<file path="config.mk">
export PLATFORM = sky130hd
export DESIGN_NAME = iobp_port_trap
export DESIGN_NICKNAME = d
export VERILOG_FILES = /design/src/rtl/iobp_pkg.sv /design/src/rtl/iobp_slot_decode.sv /design/src/rtl/iobp_range_match.sv /design/src/rtl/iobp_port_trap.sv
export SDC_FILE = /design/constraint.sdc
export NUM_CORES = 1
export LEC_CHECK = 0
export ABC_AREA = 1
export ABC_CLOCK_PERIOD_IN_PS = 10440
export CORE_MARGIN = 3
export CORE_UTILIZATION = 55
export CTS_CLUSTER_SIZE = 10
export DETAILED_ROUTE_END_ITERATION = 10
export GPL_ROUTABILITY_DRIVEN = 1
export GPL_TIMING_DRIVEN = 1
export HOLD_SLACK_MARGIN = 0.12
export PLACE_DENSITY_LB_ADDON = 0.05
export SLEW_MARGIN = 20
export SYNTH_ARGS = -nofsm -noshare
export SYNTH_HDL_FRONTEND = slang
export SYNTH_SLANG_ARGS = --single-unit
export TNS_END_PERCENT = 5
</file>
<file path="constraint.sdc">
create_clock -name clk -period 10.44 [get_ports clk]
set_input_delay 2.088 -clock clk [delete_from_list [all_inputs] [get_ports clk]]
set_output_delay 2.088 -clock clk [all_outputs]
set_load 0.05 [all_outputs]
</file>
<file path="src/rtl/iobp_pkg.sv">
package iobp_pkg;
  localparam int KIND_BASE   = 16;
  localparam int FIELD_STEP  = 4;
  localparam int LEN_OFS     = 2;
  localparam logic [1:0] KIND_IO = 2'b10;
  localparam int LEN_W       = 4;

  function automatic logic [LEN_W-1:0] decode_len(input logic [1:0] code);
    case (code)
      2'd0:    decode_len = 4'd1;
      2'd1:    decode_len = 4'd2;
      2'd2:    decode_len = 4'd8;
      default: decode_len = 4'd4;
    endcase
  endfunction

  function automatic logic size_legal(input logic [2:0] sz);
    size_legal = (sz == 3'd1) || (sz == 3'd2) || (sz == 3'd4);
  endfunction
endpackage

</file>
<file path="src/rtl/iobp_slot_decode.sv">
module iobp_slot_decode
  import iobp_pkg::*;
#(
  parameter int CTRL_W = 32,
  parameter int IDX    = 0
) (
  input  logic [CTRL_W-1:0] ctrl,
  output logic              armed,
  output logic [LEN_W-1:0]  win_len
);
  localparam int EN_POS   = 2 * IDX;
  localparam int KIND_POS = KIND_BASE + FIELD_STEP * IDX;
  localparam int LEN_POS  = KIND_POS + LEN_OFS;

  logic       any_en;
  logic [1:0] kind;
  logic       unused_ctrl;

  assign any_en      = ctrl[EN_POS] | ctrl[EN_POS+1];
  assign kind        = ctrl[KIND_POS +: 2];
  assign armed       = any_en && (kind == KIND_IO);
  assign win_len     = decode_len(ctrl[LEN_POS +: 2]);
  assign unused_ctrl = ^ctrl;
endmodule

</file>
<file path="src/rtl/iobp_range_match.sv">
module iobp_range_match
  import iobp_pkg::*;
#(
  parameter int PORT_W = 16,
  parameter int SZ_W   = 3
) (
  input  logic              en,
  input  logic [PORT_W-1:0] slot_base,
  input  logic [LEN_W-1:0]  win_len,
  input  logic [PORT_W-1:0] acc_port,
  input  logic [SZ_W-1:0]   acc_size,
  output logic              hit
);
  localparam int XW = PORT_W + 1;

  logic [XW-1:0] base_x, port_x, size_x, len_x;
  logic [XW-1:0] acc_last, win_last;

  assign base_x   = {1'b0, slot_base};
  assign port_x   = {1'b0, acc_port};
  assign size_x   = XW'(acc_size);
  assign len_x    = XW'(win_len);
  assign acc_last = port_x + size_x - XW'(1);
  assign win_last = base_x + len_x - XW'(1);
  assign hit      = en && (acc_last >= base_x) && (port_x <= win_last);
endmodule

</file>
<file path="src/rtl/iobp_port_trap.sv">
module iobp_port_trap
  import iobp_pkg::*;
#(
  parameter int NSLOT  = 4,
  parameter int PORT_W = 16,
  parameter int SZ_W   = 3,
  parameter int IP_W   = 32,
  parameter int STAT_W = 32,
  parameter int CTRL_W = 32
) (
  input  logic                    clk,
  input  logic                    rst_n,
  input  logic [CTRL_W-1:0]       dbg_ctrl,
  input  logic [NSLOT*PORT_W-1:0] slot_addr,
  input  logic [STAT_W-1:0]       status_in,
  input  logic                    acc_valid,
  output logic                    acc_ready,
  input  logic [PORT_W-1:0]       acc_port,
  input  logic [SZ_W-1:0]         acc_size,
  input  logic [IP_W-1:0]         acc_next_ip,
  output logic [STAT_W-1:0]       status_out,
  output logic                    status_we,
  output logic [IP_W-1:0]         ip_out,
  output logic                    ip_we,
  output logic                    dbg_req,
  output logic [7:0]              dbg_vector,
  output logic                    io_check_en
);
  localparam logic [7:0] DB_VEC = 8'd1;

  logic [NSLOT-1:0]            armed;
  logic [NSLOT-1:0]            hit;
  logic [NSLOT-1:0][LEN_W-1:0] win_len;
  logic                        acc_take;
  logic                        size_ok;
  logic                        any_hit;
  logic                        unused_stat;

  assign acc_take    = acc_valid && acc_ready;
  assign size_ok     = size_legal(3'(acc_size));
  assign any_hit     = acc_take && (|hit);
  assign dbg_vector  = DB_VEC;
  assign unused_stat = ^status_in[NSLOT-1:0];

  for (genvar g = 0; g < NSLOT; g++) begin : g_slot
    iobp_slot_decode #(.CTRL_W(CTRL_W), .IDX(g)) u_dec (
      .ctrl    (dbg_ctrl),
      .armed   (armed[g]),
      .win_len (win_len[g])
    );
    iobp_range_match #(.PORT_W(PORT_W), .SZ_W(SZ_W)) u_match (
      .en        (armed[g] && size_ok),
      .slot_base (slot_addr[g*PORT_W +: PORT_W]),
      .win_len   (win_len[g]),
      .acc_port  (acc_port),
      .acc_size  (acc_size),
      .hit       (hit[g])
    );
  end

  always_ff @(posedge clk) begin
    if (!rst_n) begin
      acc_ready   <= 1'b0;
      io_check_en <= 1'b0;
      status_out  <= '0;
      status_we   <= 1'b0;
      ip_out      <= '0;
      ip_we       <= 1'b0;
      dbg_req     <= 1'b0;
    end else begin
      acc_ready   <= 1'b1;
      io_check_en <= |armed;
      status_we   <= any_hit;
      ip_we       <= any_hit;
      dbg_req     <= any_hit;
      if (any_hit) begin
        status_out <= {status_in[STAT_W-1:NSLOT], hit};
        ip_out     <= acc_next_ip;
      end
    end
  end
endmodule

</file>
Yosys cells after proc, flatten, opt, wreduce, memory -nomap -nowiden
Index checks and enable logic that the tools add are counted.
- input bits: 182
- register bits after elaboration: 67
- word-level logic and storage cells: 73
- $add $sub $neg: 10
- reductions and logical operators: 26
- muxes and demuxes: 5
- equality and inequality tests: 15
- $lt $le $gt $ge: 8
- bitwise logic cells: 4
- operators with widths (cell ; number):
    $sub A17 B1 Y17 const B ; 5
    $add A16 B4 Y17 ; 4
    $ge A17 B16 Y1 ; 4
    $le A16 B17 Y1 ; 4
    $pmux W4 S3 ; 4
    $logic_and A1 B1 Y1 ; 18
    $add A16 B3 Y17 ; 1
    $eq A2 B2 Y1 const B ; 8
    $eq A2 B1 Y1 const B ; 4
    $logic_not A2 Y1 ; 4
    $reduce_or A4 Y1 ; 2
    $or A1 B1 Y1 ; 4
    $eq A3 B1 Y1 const B ; 1
    $eq A3 B2 Y1 const B ; 1
    $eq A3 B3 Y1 const B ; 1
    $logic_or A1 B1 Y1 ; 2
    $mux W1 ; 1

Depth between registers and ports, before layout
Gate-level depths: netlist of run 1.
- depth after elaboration: 8
- gate-level depth with buffers: 33

Hierarchy
A second synthesis of run 1 with hierarchy kept.
- cell total of the unflattened synthesis: 1981
- area, all modules: 12808.5 um2
- by module, submodules not included (module ; seq. area each (um2) ; area each (um2) ; instances ; cells an instance):
    iobp_range_match (g_slot[1].u_match) ; 0.0 ; 2565.0 ; 1 ; 420
    iobp_port_trap ; 1341.3 ; 2557.5 ; 1 ; 323
    iobp_range_match (g_slot[2].u_match) ; 0.0 ; 2526.2 ; 1 ; 420
    iobp_range_match (g_slot[3].u_match) ; 0.0 ; 2507.4 ; 1 ; 388
    iobp_range_match (g_slot[0].u_match) ; 0.0 ; 2487.4 ; 1 ; 386
    iobp_slot_decode ; 0.0 ; 41.3 ; 4 ; 11

Worst setup path before layout of run 1
Ideal clock, no wire load.
- kind: input to register
- from: input acc_port[1]
- to: register ip_out[0]
- buffers on the path: 1
- path slack: 4.570 ns
- stages on the path: 27
- setup time: 0.114 ns
- arrival: 5.756 ns
- data required time: 10.326 ns
- path through: inv_1 -> ha_1 -> inv_1 -> ha_1 -> inv_1 -> fa_1 -> o31ai_1 -> nand4_1 -> nand2_1 -> nand3_1 -> nand2_1 -> nand3_1 -> o21ai_0 -> xor2_1 -> ha_1 -> nand2_1 -> nor2_1 -> a31o_2 -> nor2_1 -> a21oi_1 -> nand2_1 -> nand2_1 -> nor2_4 -> nor2_8 -> buf_4 -> nor2_1 -> nor2_1
- longest elaborated chain between the ends: 7
- ends and longest elaborated chain (element ; RTL line ; source):
    start, declared ; iobp_port_trap.sv:18 ; input logic [PORT_W-1:0] acc_port,
    $add A16 B3 Y17 ; iobp_range_match.sv:23 ; assign acc_last = port_x + size_x - XW'(1);
    $sub A17 B1 Y17 ; iobp_range_match.sv:23 ;
    $ge A17 B16 Y1 ; iobp_range_match.sv:25 ; assign hit = en && (acc_last >= base_x) && (port_x <= win_last);
    $logic_and A1 B1 Y1 (2 in series) ; iobp_range_match.sv:25 ;
    $reduce_or A4 Y1 (*) ; iobp_port_trap.sv:41 ; assign any_hit = acc_take && (|hit);
    $logic_and A1 B1 Y1 (*) ; iobp_port_trap.sv:41 ;
    end signal, assigned ; iobp_port_trap.sv:78 ; ip_out <= acc_next_ip;
    end, declared ; iobp_port_trap.sv:23 ; output logic [IP_W-1:0] ip_out,
Mark *: on every way between the ends. The rest lies on a longest branch, timed or not.
A chain may end at the register's enable or synchronous reset.

Worst setup path after layout of run 1
- from: input acc_port[1]
- to: register ip_out[2]
Same word-level chain as after synthesis.

==> results of run 1 <==
cells in the mapped netlist (7+ instances only):
master    count  area [µm²]
buf_1         7        26.3
nand3_1     100         500
nand4_1       9        56.3
a21o_1       14         105
o21ai_0      25         125
o21bai_1      9        67.6
ha_1        222        2780
nand2_1     386        1450
nand3b_1      8        60.1
dfxtp_1      67        1340
xor2_1       42         368
inv_1       312        1170
a21oi_1     101         505
buf_4        16         120
a31oi_1      11        68.8
nor3_1       11        55.1
xnor2_1      21         184
nor2_1      197         739
sequential cells by signal (all words and copies together), names as in the netlist:
| name | flops |
|---|---|
| io_check_en | 1 |
| ip_out | 32 |
| acc_ready | 1 |
| dbg_req | 1 |
| status_out | 32 |
area by class of cell:
cell class	count	area (µm²)	share of cell area [%]
tap	225	282	2.19
clock buffer	12	236	1.84
inverter	315	1180	9.21
clock inverter	3	40.0	0.311
multi-input combinational	1193	7390	57.5
timing repair buffer	239	2380	18.5
sequential	67	1340	10.4
critical path: cells and delay by family:
kind / cells / cell delay [ns]
and+or+nand+nor: 16 / 2.17
adders and majority gates: 4 / 1.08
buffers and inverters: 5 / 0.91
xor gates and xnor gates: 1 / 0.51
AOI/OAI and AO/OA: 3 / 0.72
worst paths after layout:
| check | startpoint | endpoint | slack (ns) | cells after the start |
|---|---|---|---|---|
| worst max-delay path | acc_port[1] | ip_out[2] | 3.17 | 29 |
| worst min-delay path | status_out[9] | status_out[9] | 0.48 | 2 |
| worst max register to register | acc_ready | ip_out[2] | 8.51 | 5 |
| worst min register to register | status_out[9] | status_out[9] | 0.48 | 2 |
per-layer routing:
metal  vias to the layer above  wire length (µm)  track usage, %
li1                       5499                 -               -
met1                      4716             12200            33.4
met2                       231             13600            48.0
met3                        48              1350            3.94
met4                         0               796            7.12
met5                         -                 0               0
per-stage QoR:
stage | hold WS, ns | cell area, µm² | power (mW) | instances
final | 0.476 | 12900 | 1.36 | 2054
after global routing | 0.500 | 12900 | 1.48 | 2054
after CTS | 0.482 | 12900 | 1.36 | 2054
after detailed placement | 0.470 | 12600 | 1.07 | 2039
after global placement | 0.462 | 12600 | 1.04 | 2039
after floorplan | 0.700 | 10100 | 0.842 | 1610
report_power, final:
group          switching [mW]  internal, mW
Combinational           0.470         0.323
Clock                   0.104         0.183
Sequential            0.00634         0.269
Total                   0.581         0.775
logic make-up (layout without fill, tap and decap cells):
kind of cell    count (synthesis)  count (layout)  share of synthesized area [%]
compound gates                174             174                           9.71
flops                          67              67                           13.2
simple gates                  721             721                           29.1
buf+inv                       350             569                           14.0
other cells                     2               8                         0.0742
fa+ha+maj                     227             227                           28.4
xor+xnor                       63              63                           5.45
==> impl_metrics.ini, run 1 <==
[cts]
cts_buffers = 9
ctsResizeCount = 0
cts_max_path_buffers = 2
cts-root-buf = clkbuf_16
clock-sinks = 67
cts_tree = yes
clk_latency_ns = 0.33
path_clk_slew_ns = 0.05
htree_levels = 3
cts_hold_buf = 0
cts_setup_buffers = 0

[worst_setup_path]
required_ns = 10.70
cp_slowest_cell = clkdlybuf4s50_1
path_class = input pin to register
cp.arrival_ns = 7.52
worstPathMaxFanout = 64
critPathMaxStageDelay_ns = 0.65
critPathLaunchType = input pin
cp_common_cell = nand2_1
end_kind = register

[route]
drtIter0Drc = 489
route.detailed.drc = 0
wirelength_mm = 27.9
routedWlPerCell_um = 13.6
postRouteAntennaNets = 0
viasPerCell = 5.11
first_pass_iters = 5
dr_total_vias = 10494

[final_layout]
syn_to_final_growth_pct = 27.0
drive_above_1_share_pct = 1.48
final_common_cell = nand2_1
fillCellCount = 1613
mostFrequentLayoutCells = 386 x nand2_1, 312 x inv_1, 237 x clkdlybuf4s50_1, 222 x ha_1, 197 x nor2_1
antennaDiodeCount = 0
final_core_util_pct = 72.8
nets = 2234

[logic_synthesis]
yosysSeqAreaShare_pct = 13.2
synthFlopType = dfxtp_1
yosysUniqueCellTypes = 40
postSynthAreaPerCell_um2 = 6.31
ys_warn_count = 0
syn-cell-area_um2 = 10100
ys_ff_latch = 67
synth-edff-count = 0
syn-instance-count = 1604
async_reset_ff_share_pct = 0

[floorplan]
die_area_um2 = 20100
die_h_um = 142
fp-row-count = 48
fp.dieW_um = 142
core-area_um2 = 17700
start_util_pct = 57.4
num_io_pins = 259

[timing]
drv_slew = 0
rsz0062_at_grt = false
relSlewSlack_pct = 39.8
layout_setup_ws_ns = 3.17
fin_crit_sh_pct = 69.6
worst_slew_pin_slew_ns = 0.902
fin_crit_ns = 7.27
fmax_mhz = 138
clock_skew_ns = 0.00444
timing.setup.tns_ns = 0
final_hold_viol_count = 0
finalSetupViolCount = 0

[grt]
grt_pass1_wl_mm = 44.4
antenna_found_initial = 0
grt_max_degree = 67
grt_overflow = 0
grt.total_usage_pct = 26.7
first_global_vias = 9786

[pwr]
p_leak_nw = 7.02
power-per-cell-area_nw_per_um2 = 105
ir_drop_uv = 107

[placement]
dpl.hpwl_mm = 23.4
port_buffers = 238
dp_slack_ns = 2.88
routabilityCongestion = 0.912

[min_path]
hp-class = register to register

[flow_run]
drv_cap = 0

[status]
outcome = finished clean
Note: power is estimated with default switching activity, not from simulation.
==> run 2: changes to the inputs <==
--- a/config.mk
+++ b/config.mk
@@ -6,9 +6,9 @@
 export NUM_CORES = 1
 export LEC_CHECK = 0
 export ABC_AREA = 1
-export ABC_CLOCK_PERIOD_IN_PS = 10440
+export ABC_CLOCK_PERIOD_IN_PS = 6900
 export CORE_MARGIN = 3
-export CORE_UTILIZATION = 55
+export CORE_UTILIZATION = 51
 export CTS_CLUSTER_SIZE = 10
 export DETAILED_ROUTE_END_ITERATION = 10
 export GPL_ROUTABILITY_DRIVEN = 1
==> constraint.sdc (replaced) <==
create_clock -name clk -period 6.9 [get_ports clk]
set_input_delay 1.38 -clock clk [delete_from_list [all_inputs] [get_ports clk]]
set_output_delay 1.38 -clock clk [all_outputs]
set_load 0.05 [all_outputs]
==> impl_metrics.ini, run 2 (synthesis gave the netlist of run 1 again) <==
[min_path]
whs_path_depth = 2
holdPathEnd = status_out[7]
hp-class = register to register
min_from = status_out[7]

[timing]
clock_skew_ns = 0.00484
rsz0062_at_grt = false
drv_slew = 0
fin_crit_sh_pct = 90.4
finalSetupViolCount = 0
worst_slew_pin_slew_ns = 0.891
fin_crit_ns = 6.23
fmax_mhz = 160
final_hold_viol_count = 0
relSlewSlack_pct = 40.6
timing.setup.tns_ns = 0

[worst_setup_path]
reg2reg_to = ip_out[5]
critPathLaunchType = input pin
ff2ff_path_depth = 5
worstPathMaxFanout = 64
required_ns = 7.17
cp.arrival_ns = 6.50
path_class = input pin to register
r2r_start = acc_ready
end_kind = register
r2r_slack_ns = 5.03

[route]
wirelength_mm = 27.8
first_pass_iters = 5
route.detailed.drc = 0
viasPerCell = 4.97
dr_total_vias = 10425
drtIter0Drc = 492
routedWlPerCell_um = 13.3
postRouteAntennaNets = 0

[pwr]
power_frac_seq_pct = 19.0
power.internal_mw = 1.30
p_leak_nw = 7.10
pwr-share-comb_pct = 54.9
power_frac_clock_pct = 26.1
power-per-cell-area_nw_per_um2 = 168
power.switching_mw = 0.891
ir_drop_uv = 158
swShare_pct = 40.6

[floorplan]
start_util_pct = 53.1
fp.dieW_um = 147
num_io_pins = 259
core-area_um2 = 19100
die_area_um2 = 21600
die_h_um = 147
fp-row-count = 50

[final_layout]
drive_above_1_share_pct = 2.12
final_common_cell = nand2_1
seq_area_um2 = 1340
nets = 2242
syn_to_final_growth_pct = 29.1
fillCellCount = 1761
antennaDiodeCount = 0
multi_input_area_um2 = 7390
mostFrequentLayoutCells = 386 x nand2_1, 312 x inv_1, 237 x clkdlybuf4s50_1, 222 x ha_1, 197 x nor2_1
final_core_util_pct = 68.5
reg_top3 = ip_out (32), status_out (32)

[grt]
grt.total_usage_pct = 24.9
grt_max_degree = 67
grt_overflow = 0
grt_pass1_wl_mm = 44.4
antenna_found_initial = 0
first_global_vias = 9755

[placement]
routabilityCongestion = 0.911
port_buffers = 238
dpl.hpwl_mm = 23.5

[cts]
cts-root-buf = clkbuf_16
htree_levels = 3
cts_hold_buf = 0
clock-sinks = 67
cts_buffers = 9
ctsResizeCount = 0
clk_latency_ns = 0.33
cts_max_path_buffers = 2
cts_setup_buffers = 0
cts_tree = yes
path_clk_slew_ns = 0.06

[status]
outcome = finished clean

[flow_run]
drv_cap = 0
[run 2: cell types whose count changed in the layout (fill, tap and decap cells not counted)]
cell / delta
buf_4: +7
clkbuf_8: +1
bufinv_16: +3
clkbuf_1: -3
clkinv_4: +1
clkinvlp_4: +1
buf_12: +1
clkinv_2: -2
[run 2: metrics by stage]
stage / instances / instance area [µm²] / power, mW / worst slack [ns] / hold WS [ns]
final: 2098 / 13100 / 2.20 / 0.666 / 0.479
after global routing: 2098 / 13100 / 2.39 / 0.262 / 0.497
after CTS: 2098 / 13100 / 2.20 / 0.692 / 0.483
after detailed placement: 2082 / 12700 / 1.63 / 0.366 / 0.470
after global placement: 2082 / 12700 / 1.59 / 0.476 / 0.461
after floorplan: 1610 / 10100 / 1.27 / 1.74 / 0.700
[run 2: how the worst max path moves through the flow]
stage | from | to | slack (ns) | cells after the start
global route | acc_port[0] | status_out[23] | 0.26 | 28
floorplan | acc_port[1] | ip_out[0] | 1.74 | 27
CTS | acc_port[0] | status_out[23] | 0.69 | 28
detailed placement | acc_port[0] | ip_out[17] | 0.37 | 28
finish | acc_port[0] | status_out[23] | 0.67 | 28
global placement | acc_port[0] | status_out[18] | 0.48 | 28
[run 2: power groups by stage]
stage          logic, mW  registers (mW)  clock network, mW
2_1_floorplan      0.781           0.494                  0
3_3_place_gp        1.17           0.424                  0
3_5_place_dp        1.20           0.425                  0
4_1_cts             1.21           0.417              0.579
5_1_grt             1.37           0.419              0.596
6_report            1.21           0.417              0.572
[run 2: final cells by class]
class	count	share of cell area, %
repair buffers	247	18.8
inverters	315	9.05
clock inverters	6	1.04
clock buffers	10	1.83
multi-input cells	1193	56.5
well taps	260	2.49
flip-flops and latches	67	10.3
[run 2: critical path: stages]
cell	delay, ns
clkdlybuf4s50_1	0.45
inv_1	0.17
ha_1	0.26
inv_1	0.05
ha_1	0.15
inv_1	0.05
fa_1	0.40
o31ai_1	0.47
nand4_1	0.15
nand2_1	0.15
nand3_1	0.08
nand2_1	0.11
nand3_1	0.11
o21ai_0	0.23
xor2_1	0.09
buf_4	0.17
ha_1	0.29
nand3_1	0.08
nor3_1	0.13
a21o_1	0.13
nor2_1	0.04
a21oi_1	0.11
nand2_1	0.09
nand2_1	0.15
nor2_4	0.07
nor2_8	0.67
nor2_1	0.10
nor2_1	0.15
[run 2: routing by layer]
| layer | global-route usage [%] | routed length, µm | up-vias |
|---|---|---|---|
| met3 | 3.76 | 1370 | 42 |
| li1 | - | - | 5509 |
| met4 | 6.43 | 643 | 0 |
| met1 | 31.5 | 12400 | 4633 |
| met2 | 44.3 | 13400 | 241 |
| met5 | 0 | 0 | - |
==> run 3: changes to the inputs <==
--- a/config.mk
+++ b/config.mk
@@ -12,7 +12,7 @@
 export CTS_CLUSTER_SIZE = 10
 export DETAILED_ROUTE_END_ITERATION = 10
 export GPL_ROUTABILITY_DRIVEN = 1
-export GPL_TIMING_DRIVEN = 1
+export GPL_TIMING_DRIVEN = 0
 export HOLD_SLACK_MARGIN = 0.12
 export PLACE_DENSITY_LB_ADDON = 0.05
 export SLEW_MARGIN = 20
==> impl_metrics.ini, run 3 (synthesis gave the netlist of run 1 again) <==
[worst_setup_path]
r2r_slack_ns = 5.39
ff2ff_path_depth = 6
reg2reg_to = status_out[1]
path_class = input pin to register
r2r_start = acc_ready
required_ns = 7.16
critPathMaxStageDelay_ns = 0.65
worstPathMaxFanout = 10
critPathLaunchType = input pin
cp_common_cell = nand2_1
cp.arrival_ns = 6.59
end_kind = register
cp_slowest_cell = clkdlybuf4s50_1

[min_path]
hp-class = register to register
holdPathEnd = ip_out[28]
min_from = ip_out[28]
whs_path_depth = 2

[grt]
grt_max_degree = 12
grt_busiest_layer = met2
first_global_vias = 10061
gr-usage-met3_pct = 3.36
grt_overflow = 0
groute.layer.met1.usage_pct = 32.1
gr-usage-met2_pct = 45.0
grt.total_usage_pct = 25.3
grt_pass1_wl_mm = 45.3
antenna_found_initial = 0

[floorplan]
num_io_pins = 259
start_util_pct = 53.1
core-area_um2 = 19100
die_area_um2 = 21600
die_h_um = 147
fp.dieW_um = 147
fp-row-count = 50

[final_layout]
nets = 2268
final_common_cell = nand2_1
mostFrequentLayoutCells = 386 x nand2_1, 312 x inv_1, 238 x clkdlybuf4s50_1, 222 x ha_1, 197 x nor2_1
syn_to_final_growth_pct = 29.6
drive_above_1_share_pct = 2.63
antennaDiodeCount = 0
reg_top3 = ip_out (32), status_out (32)

[cts]
cts-root-buf = clkbuf_16
cts_buffers = 9
cts_max_path_buffers = 2
cts_setup_buffers = 0
htree_levels = 3
ctsResizeCount = 0
clock-sinks = 67
path_clk_slew_ns = 0.05
cts_tree = yes
cts_hold_buf = 0
clk_latency_ns = 0.33

[route]
route.detailed.drc = 0
viasPerCell = 4.99
dr_total_vias = 10590
wirelength_mm = 28.0
postRouteAntennaNets = 0
drtIter0Drc = 400
routedWlPerCell_um = 13.2
first_pass_iters = 5

[timing]
fmax_mhz = 158
drv_slew = 0
timing.setup.tns_ns = 0
finalSetupViolCount = 0
fin_crit_ns = 6.33
worst_slew_pin_slew_ns = 0.840
relSlewSlack_pct = 43.4
final_hold_viol_count = 0
clock_skew_ns = 0.00594
rsz0062_at_grt = false
fin_crit_sh_pct = 91.7

[placement]
dpl.hpwl_mm = 24.2
routabilityCongestion = 0.953
port_buffers = 238

[pwr]
total_power_mw = 2.04
p_leak_nw = 7.14
power-per-cell-area_nw_per_um2 = 155
ir_drop_uv = 125

[flow_run]
drv_cap = 0

[status]
outcome = finished clean
-- run 3: power by group --
part | total, mW | internal (mW) | switching (mW) | leakage, nW
Clock | 0.408 | 0.241 | 0.166 | 0.125
Combinational | 1.21 | 0.503 | 0.709 | 6.47
Sequential | 0.417 | 0.407 | 0.00957 | 0.543
Total | 2.04 | 1.15 | 0.885 | 7.14
-- run 3: worst max path at each step --
stage / start / end / depth (start not counted)
finish: acc_port[1] / status_out[1] / 29
global route: acc_port[1] / ip_out[31] / 29
CTS: acc_port[1] / status_out[1] / 29
detailed placement: acc_port[1] / status_out[18] / 29
global placement: acc_port[1] / ip_out[5] / 29
floorplan: acc_port[1] / ip_out[0] / 27
-- run 3: critical path: cells and delay by family --
family | cells | cell delay (ns)
and+or+nand+nor | 14 | 1.35
buffers and inverters | 6 | 1.15
adders and majority gates | 4 | 1.20
xor gates and xnor gates | 1 | 0.48
AOI/OAI and AO/OA | 4 | 0.99
-- run 3: layout make-up --
| class | count | area (µm²) |
|---|---|---|
| plain buffers | 35 | 236 |
| clock buffers | 11 | 233 |
| clock inverters | 5 | 30.0 |
| fillers | 1783 | 5960 |
| inverters | 315 | 1180 |
| multi-input cells | 1193 | 7390 |
| flip-flops and latches | 67 | 1340 |
| well taps | 260 | 325 |
| repair buffers | 238 | 2380 |
-- run 3: metal layers --
layer	up-vias	share of wire [%]
li1	5564	-
met1	4727	44
met2	245	48
met3	54	4.7
met4	0	2.8
met5	-	0
-- run 3: through the flow --
stage / area (µm²) / hold WS, ns / worst slack, ns / utilization, % / instances
finish: 13100 / 0.477 / 0.575 / 68.8 / 2124
global route: 13100 / 0.504 / 0.239 / 68.8 / 2124
CTS: 13100 / 0.483 / 0.613 / 68.8 / 2124
global placement: 12900 / 0.462 / 0.381 / 67.4 / 2108
detailed placement: 12900 / 0.471 / 0.300 / 67.4 / 2108
floorplan: 10100 / 0.700 / 1.74 / - / 1610
